==> config.mk <==
export PLATFORM = sky130hd
export DESIGN_NAME = tag_port_arbiter
export DESIGN_NICKNAME = d
export VERILOG_FILES = /design/src/rtl/tag_arb_pkg.sv /design/src/rtl/tag_arb_pick.sv /design/src/rtl/tag_arb_regs.sv /design/src/rtl/tag_port_arbiter.sv
export SDC_FILE = /design/constraint.sdc
export NUM_CORES = 1
export LEC_CHECK = 0
export BUFFER_PORTS_ARGS = -buffer_cell sky130_fd_sc_hd__buf_2
export CORE_AREA = 3 3 40 42
export DETAILED_ROUTE_END_ITERATION = 10
export DIE_AREA = 0 0 43 45
export GPL_TIMING_DRIVEN = 0
export PLACE_DENSITY = 0.3
export RECOVER_POWER = 50
export SLEW_MARGIN = 5
export SYNTH_ARGS = -nofsm -noshare
export SYNTH_HDL_FRONTEND = slang
export SYNTH_SLANG_ARGS = --single-unit
==> constraint.sdc <==
create_clock -name clk -period 0.9 [get_ports clk]
set_clock_uncertainty 0.1 [all_clocks]
set_input_delay 0.045 -clock clk [delete_from_list [all_inputs] [get_ports clk]]
set_output_delay 0.045 -clock clk [all_outputs]
set_load 0.01 [all_outputs]
==> src/rtl/tag_arb_pkg.sv <==
package tag_arb_pkg;

    // Registered decision of the arbiter for one cycle
    typedef struct packed {
        logic snp_gnt;
        logic ls_gnt;
        logic tw_gnt;
        logic snp_retry;
        logic ls_stall;
        logic defer;      // a load/store owns the next cycle
    } arb_state_t;

    localparam arb_state_t ARB_IDLE = '0;

endpackage

==> src/rtl/tag_arb_pick.sv <==
module tag_arb_pick
    import tag_arb_pkg::*;
(
    input  logic       snp_req,
    input  logic       ls_req,
    input  logic       tw_req,
    input  logic       defer_q,
    output arb_state_t pick_d
);

    always_comb begin
        pick_d = ARB_IDLE;
        if (defer_q) begin
            // deferred load/store owns this cycle unconditionally
            pick_d.ls_gnt    = 1'b1;
            pick_d.snp_retry = snp_req;
        end else if (tw_req) begin
            pick_d.tw_gnt    = 1'b1;
            pick_d.snp_retry = snp_req;
            pick_d.ls_stall  = ls_req;
            pick_d.defer     = ls_req;
        end else if (snp_req) begin
            pick_d.snp_gnt   = 1'b1;
            pick_d.ls_stall  = ls_req;
            pick_d.defer     = ls_req;
        end else if (ls_req) begin
            pick_d.ls_gnt    = 1'b1;
        end
    end

endmodule

==> src/rtl/tag_arb_regs.sv <==
module tag_arb_regs
    import tag_arb_pkg::*;
(
    input  logic       clk,
    input  logic       rst_n,
    input  arb_state_t state_d,
    output arb_state_t state_q
);

    always_ff @(posedge clk) begin
        if (!rst_n) state_q <= ARB_IDLE;
        else        state_q <= state_d;
    end


    one_grant_chk: assert property (@(posedge clk) disable iff (!rst_n)
        $onehot0({state_q.snp_gnt, state_q.ls_gnt, state_q.tw_gnt}));


    stall_then_grant_chk: assert property (@(posedge clk) disable iff (!rst_n)
        state_q.ls_stall |=> (state_q.ls_gnt && !state_q.ls_stall));


    stall_has_owner_chk: assert property (@(posedge clk) disable iff (!rst_n)
        state_q.ls_stall |-> (state_q.snp_gnt || state_q.tw_gnt));


    retry_has_owner_chk: assert property (@(posedge clk) disable iff (!rst_n)
        state_q.snp_retry |-> ((state_q.tw_gnt || state_q.ls_gnt) && !state_q.snp_gnt));

endmodule

==> src/rtl/tag_port_arbiter.sv <==
module tag_port_arbiter
    import tag_arb_pkg::*;
(
    input  logic clk,
    input  logic rst_n,
    input  logic snp_req,
    input  logic ls_req,
    input  logic tw_req,
    output logic snp_gnt,
    output logic ls_gnt,
    output logic tw_gnt,
    output logic snp_retry,
    output logic ls_stall
);

    arb_state_t arb_d;
    arb_state_t arb_q;

    tag_arb_pick pick_i (
        .snp_req (snp_req),
        .ls_req  (ls_req),
        .tw_req  (tw_req),
        .defer_q (arb_q.defer),
        .pick_d  (arb_d)
    );

    tag_arb_regs regs_i (
        .clk     (clk),
        .rst_n   (rst_n),
        .state_d (arb_d),
        .state_q (arb_q)
    );

    assign snp_gnt   = arb_q.snp_gnt;
    assign ls_gnt    = arb_q.ls_gnt;
    assign tw_gnt    = arb_q.tw_gnt;
    assign snp_retry = arb_q.snp_retry;
    assign ls_stall  = arb_q.ls_stall;


    deferred_snoop_chk: assert property (@(posedge clk) disable iff (!rst_n)
        ($past(arb_q.defer) && $past(snp_req)) |-> (snp_retry && !snp_gnt));

endmodule

==> flow_summary.toml <==
[layout]
regMostFlops = "regs_i.state_q"
layout_common_cells = "buf_2, dfxtp_1, clkbuf_4"
nets = 32
reg_top3 = "regs_i.state_q: 5 flops"
layout.cells.non_filler = 41
final_common_cell = "buf_2"
post-route-cell-area_um2 = 257.7
area_growth_pct = 57.25
drive_above_1_share = 0.6154
n_antenna_cell = 0
largest_register_ffs = 5

[sta]
finalWorstPathRequiredPeriod_ns = 0.8665
setup_tns_ns = 0
worst_slew_pin_slew_ns = 0.1774
maxSlewHeadroom = 0.8808
period_share = 0.9628
fmaxAchievable_mhz = 1154
hold_viol = 2
finalSetupViolations = 0
drv_slew = 0
hold_slack_ns = -0.05733
grt_setup_unrepaired = "false"

[floorplan]
coreArea_um2 = 1285
rows = 13
die_y_um = 45
dieArea_um2 = 1935
num_io_pins = 10
fp.dieW_um = 43
initial_core_util = 0.1276

[worst_hold_path]
holdPathStages = 2
worst_hold_path.endpoint = "regs_i.state_q[4]$_SDFF_PN0_"
min_from = "snp_req"
holdCritPathClass = "in2reg"

[clocking]
clk_latency_ns = 0.24
cts_buffers = 3
path_clk_slew_ns = 0.04
ctsHtreeMaxLevel = 1
root_buffer = "clkbuf_4"
cts.path.max_buffers = 2
clock-sinks = 5
cts_tree = "built"

[drt]
antenna_left = 0
drc = 0
avgViaCountPerCell = 3.512
wl_per_cell_um = 8.732
first_pass_iters = 4
routed_wl_um = 358
drtIter0Drc = 3
vias = 144

[logic_synthesis]
yosys.area_share.simple = 0.2824
syn_inst = 13
synth_fa_ha_area_frac = 0
synth-compound-area-share = 0.1069
syn_area_um2 = 163.9
synth.net_count = 18
ys_seq_elements = 5
synth_cell_types = 7
ys_seq_area_frac = 0.6107
yosys.area_share.xor_xnor = 0
synth_mux_area_frac = 0
synth_top_family_by_area = "simple AND/OR/NAND/NOR gates"
syn_area_per_cell_um2 = 12.61
yosysWarnings = 0

[global_routing]
antenna_found_initial = 0
grt_use_total = 0.05171
grt_overflow_total = 0
grt_pass1_vias = 139
grt_pass1_wl_um = 593
grt_max_degree = 7

[critical_path]
crit_family = "flip-flops"
start_kind = "register"
cp_num_buf_inv = 1
r2r-end = "regs_i.state_q[5]$_SDFF_PP0_"
cpMaxStageDelayCell = "dfxtp_4"
worstPathArrival_ns = 0.72
end_kind = "output port"
max_stage_delay_ns = 0.35
r2r-start = "regs_i.state_q[1]$_SDFF_PP0_"
ff2ff_path_depth = 1
path_class = "reg2out"
worst_ep_required_time_ns = 0.75
crit_chain = "buf_2"
reg2reg_slack_ns = 0.10
worst-path-max-fanout = 6

[flow_run]
maxCapViolations = 0

[power_and_ir_drop]
power_switching_share = 0.2065
switching_power_mw = 0.1106
powerDensity_nw_per_um2 = 2077
p_leak_nw = 0.1299
internal_power_mw = 0.4248
seqPwrFrac = 0.444
p_comb_frac = 0.088
ir_worst_vdd_mv = 0.4760
p_clk_frac = 0.469

[place]
port_buffers = 9
place_congestion = 0.6624
dp.cells = 37
place_area_um2 = 227.7

[run_status]
violations = "negative hold slack"
status = "finished, violations left"
-- how the worst max path moves through the flow --
stage | endpoint | startpoint | cells after the start | slack [ns]
after CTS | ls_stall | regs_i.state_q[1]$_SDFF_PP0_ | 1 | 0.01
after detailed placement | regs_i.state_q[5]$_SDFF_PP0_ | regs_i.state_q[1]$_SDFF_PP0_ | 1 | 0.05
after global routing | ls_stall | regs_i.state_q[1]$_SDFF_PP0_ | 1 | 0.002
final | ls_stall | regs_i.state_q[1]$_SDFF_PP0_ | 1 | 0.03
after floorplan | regs_i.state_q[5]$_SDFF_PP0_ | regs_i.state_q[1]$_SDFF_PP0_ | 1 | 0.04
after global placement | regs_i.state_q[5]$_SDFF_PP0_ | regs_i.state_q[1]$_SDFF_PP0_ | 1 | 0.06
-- kinds of logic (layout without fill, tap and decap cells) --
logic type | Yosys count | count (layout)
and+or+nand+nor | 6 | 6
DFF | 5 | 5
AOI/OAI and AO/OA | 2 | 2
buffers and inverters | 0 | 13
-- through the flow --
step,power (mW),utilization,setup slack (ns)
after floorplan,0.2625,-,0.03686
after global placement,0.2898,0.1772,0.05760
after detailed placement,0.2906,0.1772,0.05259
after CTS,0.5566,0.1986,0.01284
after global routing,0.5750,0.2006,0.002489
final,0.5354,0.2006,0.03346
-- synthesized netlist by cell type --
master	instances	area [um2]
dfxtp_1	5	100.1
and4bb_2	2	25.02
nand2_1	2	7.510
and3b_2	1	10.01
nor2_1	1	3.750
o211a_1	1	10.01
o31ai_1	1	7.510
-- final cells by class --
| class | instances | area [um2] |
|---|---|---|
| Clock buffer | 4 | 26.28 |
| Fill cell | 151 | 1027 |
| Multi-Input combinational cell | 8 | 63.81 |
| Sequential cell | 5 | 103.9 |
| Tap cell | 15 | 18.77 |
| Timing Repair Buffer | 9 | 45.04 |
-- repair_timing --
| item | 4_1_cts | 5_1_grt |
|---|---|---|
| cloned | 0 | 0 |
| setup buffers | 0 | 0 |
| hold endpoints to repair | 2 | 2 |
| setup endpoints to repair | 1 | 1 |
| gates resized for setup | 1 | 1 |
-- per-layer routing --
layer  routed length, um  part of all wire  GRT usage  up-vias
li1                    -                 -          -       74
met1                 136              0.38    0.04358       65
met2                 194              0.54    0.05988        5
met3                  27             0.075    0.04781        0
met4                   0                 0    0.07229        0
met5                   0                 0          0        -
-- power groups by stage --
stage,clock (mW),sequential (mW),combinational [mW]
after floorplan,0,0.249,0.0136
after global placement,0,0.242,0.0475
after detailed placement,0,0.242,0.0482
after CTS,0.269,0.239,0.0482
after global routing,0.284,0.239,0.0522
final,0.251,0.237,0.0470
Power figures use the tool's default switching activity.
